<file path="src/rtl/johnson_pkg.sv">
package johnson_pkg;
  // Strobes the control sends to the ring datapath each system cycle.
  typedef struct packed {
    logic advance;
    logic clear;
  } ringCmd_t;
endpackage

</file>
<file path="src/rtl/johnson_ctrl.sv">
module johnson_ctrl
  import johnson_pkg::*;
#(
  parameter int SYNC_DEPTH = 2
) (
  input  logic     sysClk,
  input  logic     rstN,
  input  logic     cntClk,
  input  logic     cntInhibit,
  input  logic     masterClr,
  output ringCmd_t cmd
);
  // One extra stage beyond the synchroniser holds the previous value.
  localparam int PIPE_W = SYNC_DEPTH + 1;

  logic [PIPE_W-1:0]     clkPipe;
  logic [PIPE_W-1:0]     inhPipe;
  logic [SYNC_DEPTH-1:0] clrPipe;

  always_ff @(posedge sysClk or negedge rstN) begin
    if (!rstN) begin
      clkPipe <= '0;
      inhPipe <= '0;
      clrPipe <= '0;
    end else begin
      clkPipe <= {clkPipe[PIPE_W-2:0], cntClk};
      inhPipe <= {inhPipe[PIPE_W-2:0], cntInhibit};
      clrPipe <= {clrPipe[SYNC_DEPTH-2:0], masterClr};
    end
  end

  logic clkNow, clkPrev, inhNow, inhPrev;
  logic clkRise, inhFall;

  always_comb begin
    clkNow  = clkPipe[SYNC_DEPTH-1];
    clkPrev = clkPipe[SYNC_DEPTH];
    inhNow  = inhPipe[SYNC_DEPTH-1];
    inhPrev = inhPipe[SYNC_DEPTH];
    // Count clock rises while inhibit is low.
    clkRise = clkNow && !clkPrev && !inhNow;
    // Inhibit falls while count clock is high.
    inhFall = inhPrev && !inhNow && clkNow;
    // Both paths together give a single advance.
    cmd.advance = clkRise || inhFall;
    cmd.clear   = clrPipe[SYNC_DEPTH-1];
  end
endmodule

</file>
<file path="src/rtl/johnson_ring.sv">
module johnson_ring
  import johnson_pkg::*;
#(
  parameter int STAGES = 5
) (
  input  logic                  sysClk,
  input  logic                  rstN,
  input  ringCmd_t              cmd,
  output logic [STAGES-1:0]     ringQ,
  output logic [2*STAGES-1:0]   decoded,
  output logic                  halfHigh
);
  localparam int MODULUS = 2 * STAGES;

  logic [STAGES-1:0] ringNext;
  logic              legal;

  // A legal Johnson pattern has at most one adjacent-bit transition.
  always_comb begin
    legal = ($countones(ringQ[STAGES-1:1] ^ ringQ[STAGES-2:0]) <= 1);
    ringNext = ringQ;
    if (cmd.clear) begin
      ringNext = '0;
    end else if (cmd.advance) begin
      ringNext = legal ? {ringQ[STAGES-2:0], ~ringQ[STAGES-1]} : '0;
    end
  end

  always_ff @(posedge sysClk or negedge rstN) begin
    if (!rstN) ringQ <= '0;
    else       ringQ <= ringNext;
  end

  // Two-input decode per count.
  assign decoded[0]      = ~ringQ[0] & ~ringQ[STAGES-1];
  assign decoded[STAGES] =  ringQ[0] &  ringQ[STAGES-1];

  for (genvar k = 1; k < STAGES; k++) begin : g_decode
    assign decoded[k]          =  ringQ[k-1] & ~ringQ[k];
    assign decoded[STAGES + k] = ~ringQ[k-1] &  ringQ[k];
  end

  // High for the first half of the cycle.
  assign halfHigh = ~ringQ[STAGES-1];

  if (MODULUS < 4) begin : g_bad_size
    initial $error("johnson_ring needs STAGES of at least 2");
  end
endmodule

</file>
<file path="src/rtl/johnson_decade.sv">
module johnson_decade
  import johnson_pkg::*;
#(
  parameter int STAGES     = 5,
  parameter int SYNC_DEPTH = 2
) (
  input  logic                sysClk,
  input  logic                rstN,
  input  logic                cntClk,
  input  logic                cntInhibit,
  input  logic                masterClr,
  output logic [2*STAGES-1:0] decOut,
  output logic                termCount,
  output logic [STAGES-1:0]   ringState
);
  ringCmd_t cmd;

  johnson_ctrl #(.SYNC_DEPTH(SYNC_DEPTH)) ctrl_i (
    .sysClk     (sysClk),
    .rstN       (rstN),
    .cntClk     (cntClk),
    .cntInhibit (cntInhibit),
    .masterClr  (masterClr),
    .cmd        (cmd)
  );

  johnson_ring #(.STAGES(STAGES)) ring_i (
    .sysClk   (sysClk),
    .rstN     (rstN),
    .cmd      (cmd),
    .ringQ    (ringState),
    .decoded  (decOut),
    .halfHigh (termCount)
  );
endmodule

</file>
<file path="config.mk">
export PLATFORM = sky130hd
export DESIGN_NAME = johnson_decade
export DESIGN_NICKNAME = d
export VERILOG_FILES = /design/src/rtl/johnson_pkg.sv /design/src/rtl/johnson_ctrl.sv /design/src/rtl/johnson_ring.sv /design/src/rtl/johnson_decade.sv
export SDC_FILE = /design/constraint.sdc
export NUM_CORES = 1
export LEC_CHECK = 0
export ABC_CLOCK_PERIOD_IN_PS = 4700
export BUFFER_PORTS_ARGS = -buffer_cell sky130_fd_sc_hd__buf_2
export CORE_MARGIN = 2
export CORE_UTILIZATION = 51
export CTS_CLUSTER_SIZE = 30
export DETAILED_ROUTE_END_ITERATION = 6
export HOLD_SLACK_MARGIN = 0.1
export PLACE_DENSITY = 0.8
export RECOVER_POWER = 50
export SYNTH_ARGS = -nofsm -noshare
export SYNTH_HDL_FRONTEND = slang
export SYNTH_SLANG_ARGS = --single-unit
</file>
<file path="constraint.sdc">
create_clock -name sysClk -period 4.7 [get_ports sysClk]
set_clock_uncertainty 0.1 [all_clocks]
set_input_delay 0.235 -clock sysClk [delete_from_list [all_inputs] [get_ports sysClk]]
set_output_delay 0.235 -clock sysClk [all_outputs]
set_load 0.05 [all_outputs]
</file>
==> results of run 1 <==
-- through the flow --
stage	hold WS [ns]	util (%)	std cells
after floorplan	-0.161	-	58
after global placement	0.0212	62.5	93
after detailed placement	0.0281	62.5	93
after CTS	0.260	67.8	101
after global routing	0.264	67.7	101
final	0.255	67.7	101
-- state kept, by name (all words and copies together), names as in the netlist --
signal,cells
ring_i.ringQ,5
ctrl_i.clkPipe,3
ctrl_i.inhPipe,3
ctrl_i.clrPipe,2
-- per-layer routing --
metal  up-vias  global-route usage (%)  wire length [µm]
li1        238                       -                 -
met1       224                    19.5               447
met2        10                    29.8               616
met3         0                    8.33                61
met4         0                    2.59                 0
met5         -                       0                 0
-- area by class of cell --
class	instances	area [µm²]	area share [%]
inverters	12	45.0	5.31
multi-input cells	33	294	34.7
flip-flops and latches	13	325	38.3
well taps	15	18.8	2.21
clock buffers	4	26.3	3.10
repair buffers	24	139	16.4
-- cells by family (layout without fill, tap and decap cells) --
kind of cell | Yosys count | after routing | share of synthesized area [%]
compound gates | 4 | 4 | 3.01
fa+ha+maj | 12 | 12 | 23.7
buf+inv | 12 | 40 | 6.78
flops | 13 | 13 | 49.0
mux | 3 | 3 | 4.71
simple gates | 14 | 14 | 12.8
-- power by group through the flow --
stage	clock [mW]	combinational, mW	sequential (mW)
2_1_floorplan	0	0.0143	0.124
3_3_place_gp	0	0.0236	0.121
3_5_place_dp	0	0.0245	0.121
4_1_cts	0.0692	0.0270	0.119
5_1_grt	0.0722	0.0287	0.120
6_report	0.0655	0.0265	0.119
-- synth_stat cells (2+ instances only) --
| library cell | count | share of area (%) |
|---|---|---|
| ha_1 | 11 | 21 |
| dfrtp_1 | 13 | 49 |
| inv_1 | 12 | 6.8 |
| or4_1 | 2 | 2.3 |
| nand2b_1 | 2 | 1.9 |
| nor2_1 | 3 | 1.7 |
| o21ai_0 | 2 | 1.5 |
| a21oi_1 | 2 | 1.5 |
| nor2b_1 | 2 | 1.9 |
| mux2i_1 | 2 | 3.0 |
-- how the worst max path moves through the flow --
stage	startpoint	end	slack [ns]	cells after the start
detailed placement	ring_i.ringQ[2]	ring_i.ringQ[4]	2.04	10
global route	ring_i.ringQ[2]	ring_i.ringQ[4]	1.91	10
floorplan	ring_i.ringQ[2]	ring_i.ringQ[3]	1.89	10
CTS	ring_i.ringQ[2]	ring_i.ringQ[4]	2.03	10
finish	ring_i.ringQ[2]	ring_i.ringQ[4]	2.06	10
global placement	ring_i.ringQ[2]	ring_i.ringQ[4]	2.12	10
-- timing repair --
| action | CTS | global route |
|---|---|---|
| hold buffers | 4 | 0 |
| buffers inserted | 0 | 0 |
| hold endpoints to repair | 16 | 0 |
==> flow_summary.toml, run 1 <==
[yosys]
synth_edf_count = 0
avgSynthCellArea_um2 = 11.5
yosysSeqAreaShare_pct = 49.0
yosysWarnings = 0
synth_nets = 75
synth_cell_type_count = 17
async_flop_share_pct = 100
synthFlopType = "dfrtp_1"
synthCells = 58
syn_area_um2 = 664
ys_ff_latch = 13

[run]
drv_cap = 0

[timing]
fmax_ghz = 0.379
setup_viol = 0
finalCriticalPeriod_ns = 2.64
tightest_slew_ns = 0.647
rsz0062_at_grt = "no"
min_period_over_period_pct = 56.2
finalHoldViolations = 0
worst_slack_ns = 2.06
finalMaxSlewViolations = 0
maxSlewHeadroom_pct = 56.9
final.setup.tns_ns = 0

[floorplan]
rows = 13
initial_core_util_pct = 53.0
dieArea_mm2 = 0.00161
dieWidth_um = 40.1
io_pins = 21
die_h_um = 40.1
core_area_mm2 = 0.00125

[drt]
drc_errors = 0
wl_per_cell_um = 11.1
drt-pass1-iter-count = 2
vias_per_cell = 4.67
ant_nets = 0
num_vias = 472
wirelength_mm = 1.13
drtIter0Drc = 2

[clocking]
clock_sinks = 13
cts-resized-gates = 0
clkLatencyLatePin_ns = 0.27
clkTransAtPathRegs_ns = 0.07
clockBufferDepth = 2
numCtsBuffers = 3
cts_root_buf = "clkbuf_4"
cts_max_level = 1
cts_tree = "done"

[critical_path]
reg2regPathDepth = 10
max_stage_delay_ns = 0.49
worst-path-max-fanout = 5
cp-start-kind = "flop"
path_buf_inv = 3
path_delay_family = "adder cells"
crit_required_ns = 4.80
crit_arrival_ns = 2.74
endpoint_kind = "flop"
timing.rr.end = "ring_i.ringQ[4]"
slowest_stage = "fa_1"
timing.critical_path.cells = "inv_1 > ha_1 > inv_1 > ha_1 > ha_1 > inv_1 > fa_1 > nand2_1 > or4_1 > a21oi_1"
path_class = "flop to flop"
reg2reg_slack_ns = 2.06
worst_r2r_startpoint = "ring_i.ringQ[2]"

[placement]
hpwlAfterDp_um = 926
portBuffers = 20
place.gp.congestion = 0.760
post-place-ws_ns = 2.04
placed_area_um2 = 783

[finish]
syn_to_final_growth_pct = 27.7
drive_gt1_share_pct = 29.1
final_cell_area_um2 = 848
nFillCells = 107
fin_nets = 104
final_common_cell = "buf_2"
antenna_cells = 0
final_cell_mix = "buf_2 (19), dfrtp_1 (13), inv_1 (12)"

[min_path]
whs_path_depth = 0
hold_end = "ctrl_i.clkPipe[1]"
hold_class = "flop to flop"
min_from = "ctrl_i.clkPipe[0]"

[pwr]
cellInternalPower_uw = 158
totalPowerFinal_uw = 211
switching_power_uw = 53.0
comb_power_share_pct = 12.5
power.leakage_nw = 0.467
swShare_pct = 25.1
ir_drop_v = 0.000204
power.share.clock_pct = 31.0
power_density_mw_per_mm2 = 249
p_seq_share_pct = 56.4

[grt]
antenna_found_initial = 0
grt_pass1_vias = 409
grt_max_degree = 14
track_usage_pct = 17.3
grt_overflow_total = 0
grt_pass1_wl_mm = 1.75

[status]
outcome = "finished, final reports clean"
Power figures use the tool's default switching activity.
==> run 2: changes to the inputs <==
--- a/config.mk
+++ b/config.mk
@@ -5,14 +5,16 @@
 export SDC_FILE = /design/constraint.sdc
 export NUM_CORES = 1
 export LEC_CHECK = 0
-export ABC_CLOCK_PERIOD_IN_PS = 4700
+export ABC_AREA = 1
+export ABC_CLOCK_PERIOD_IN_PS = 2750
 export BUFFER_PORTS_ARGS = -buffer_cell sky130_fd_sc_hd__buf_2
+export CORE_ASPECT_RATIO = 0.9
 export CORE_MARGIN = 2
-export CORE_UTILIZATION = 51
+export CORE_UTILIZATION = 48
 export CTS_CLUSTER_SIZE = 30
 export DETAILED_ROUTE_END_ITERATION = 6
 export HOLD_SLACK_MARGIN = 0.1
-export PLACE_DENSITY = 0.8
+export PLACE_DENSITY = 0.75
 export RECOVER_POWER = 50
 export SYNTH_ARGS = -nofsm -noshare
 export SYNTH_HDL_FRONTEND = slang
==> constraint.sdc (replaced) <==
create_clock -name sysClk -period 2.75 [get_ports sysClk]
set_clock_uncertainty 0.1 [all_clocks]
set_input_delay 0.1375 -clock sysClk [delete_from_list [all_inputs] [get_ports sysClk]]
set_output_delay 0.1375 -clock sysClk [all_outputs]
set_load 0.05 [all_outputs]
==> run 2 against run 1 <==
Effect of this change:
- wire length shrank 2.3%
- synthesized area grew 6.2%
- clock-buffer cell count is the same
- via count grew 15%
- critical path depth grew 3
- setup slack lost 1.7 ns
- critical path type unchanged
- highest routed layer unchanged
==> flow_summary.toml, run 2 <==
[yosys]
async_flop_share_pct = 100
synth_top_area_share_pct = 46.1
synthFlopType = "dfrtp_1"
synthTopCellsByCount = "nand2_1 (21), inv_1 (18), dfrtp_1 (13)"
syn_area_um2 = 706
synth_cell_type_count = 11
synth_nets = 96
ys_ff_latch = 13
yosysWarnings = 0
avgSynthCellArea_um2 = 8.93
synth_edf_count = 0
post-synth-top-count-cell = "nand2_1"
synthCells = 79
yosysSeqAreaShare_pct = 46.1
synth_top_area_cell = "dfrtp_1"
netlist_top_cells_area = "dfrtp_1 (46%), ha_1 (20%), nand2_1 (11%), inv_1 (9.6%), nor2_1 (3.7%)"

[drt]
wl_per_cell_um = 9.01
routed.top_layer = "met3"
drtIter0Drc = 10
ant_nets = 0
vias_per_cell = 4.43
drc_errors = 0
drt-pass1-iter-count = 4
routed-wl-met2_um = 516
num_vias = 541
wl_met3_um = 79
wl_met1_um = 502
wirelength_mm = 1.10

[timing]
fmax_ghz = 0.419
setup_viol = 0
min_period_over_period_pct = 86.8
finalMaxSlewViolations = 0
maxSlewHeadroom_pct = 54.9
finalCriticalPeriod_ns = 2.39
finalHoldViolations = 0
worst_slack_ns = 0.363
rsz0062_at_grt = "no"
tightest_slew_ns = 0.677
final.setup.tns_ns = 0
holdWs_ns = 0.253

[placement]
place.gp.congestion = 0.810
post-place-ws_ns = 0.356
hpwlAfterDp_um = 870
placed_area_um2 = 825
place_inst = 114
portBuffers = 20

[floorplan]
initial_core_util_pct = 49.9
die_h_um = 40.4
dieWidth_um = 44.4
dieArea_mm2 = 0.00179
rows = 13
core_area_mm2 = 0.00142
io_pins = 21

[critical_path]
worst-path-max-fanout = 5
slowest_stage = "dfrtp_1"
path_delay_family = "adder cells"
timing.critical_path.cells = "inv_1 > ha_1 > inv_1 > ha_1 > ha_1 > inv_1 > fa_1 > nand2_1 > inv_1 > nand2_1 > nand2_1 > nand2_1 > inv_1"
max_stage_delay_ns = 0.43
crit_arrival_ns = 2.45
crit_top_cell = "inv_1"
path_buf_inv = 5
path_class = "flop to flop"
endpoint_kind = "flop"
crit_required_ns = 2.82
cp-start-kind = "flop"

[grt]
track_usage_pct = 15.3
grt_pass1_vias = 463
grt_overflow_total = 0
antenna_found_initial = 0
grt_pass1_wl_mm = 1.84
grt_max_degree = 14

[run]
drv_cap = 0

[finish]
syn_to_final_growth_pct = 26.1
post-route-util_pct = 62.9
final_cell_area_um2 = 890
largest_register_ffs = 5
instances_no_fill = 122
antenna_cells = 0
top_register = "ring_i.ringQ"
largest_registers = "ring_i.ringQ (5), ctrl_i.clkPipe (3), ctrl_i.inhPipe (3)"
final_common_cell = "nand2_1"
drive_gt1_share_pct = 25.2
final_cell_mix = "nand2_1 (21), buf_2 (19), inv_1 (18)"
fin_nets = 125
nFillCells = 117

[clocking]
cts_tree = "done"
cts_max_level = 1
clockBufferDepth = 2
clkTransAtPathRegs_ns = 0.07
cts_root_buf = "clkbuf_4"
postCtsSetupRepairBufs = 0
clock_sinks = 13
cts-resized-gates = 0
numCtsBuffers = 3
clkLatencyLatePin_ns = 0.26

[status]
outcome = "finished, final reports clean"

[pwr]
totalPowerFinal_uw = 415
power.leakage_nw = 0.542
ir_drop_v = 0.000295
power_density_mw_per_mm2 = 466

[min_path]
hold_class = "flop to flop"
[run 2: layout make-up]
type	instances	area [µm²]	area share [%]
clock buffer	4	26.3	2.95
inverter	21	78.8	8.86
multi-input combinational	45	302	33.9
sequential	13	325	36.6
tap	15	18.8	2.11
timing repair buffer	24	139	15.6
[run 2: per-layer routing]
layer	GRT usage, %	vias to the layer above
met4	2.27	0
met3	6.76	0
met1	17.6	237
li1	-	282
met5	0	-
met2	27.2	22
[run 2: cell families after synthesis]
family	Yosys count	synth area share (%)
buffers and inverters	21	11.2
AOI/OAI and AO/OA	2	1.42
DFF	13	46.1
and+or+nand+nor	31	19.0
adders and majority gates	12	22.3
[run 2: worst paths after layout]
| check | slack (ns) | endpoint | depth (start not counted) | start |
|---|---|---|---|---|
| worst max-delay path | 0.36 | ring_i.ringQ[4] | 13 | ring_i.ringQ[2] |
| worst min-delay path | 0.25 | ctrl_i.inhPipe[1] | 0 | ctrl_i.inhPipe[0] |
| worst max register to register | 0.36 | ring_i.ringQ[4] | 13 | ring_i.ringQ[2] |
| worst min register to register | 0.25 | ctrl_i.inhPipe[1] | 0 | ctrl_i.inhPipe[0] |
| max in group asynchronous | 1.80 | ctrl_i.clkPipe[0] | 2 | rstN |
| min in group asynchronous | 0.32 | ctrl_i.clrPipe[1] | 2 | rstN |
[run 2: timing repair]
item,CTS,global route
setup endpoints to repair,0,0
hold buffers,4,0
hold endpoints to repair,16,0
[run 2: where the power goes]
group | internal, mW | switching [mW]
Clock | 0.0561 | 0.0550
Combinational | 0.0251 | 0.0687
Sequential | 0.200 | 0.00940
Total | 0.282 | 0.133
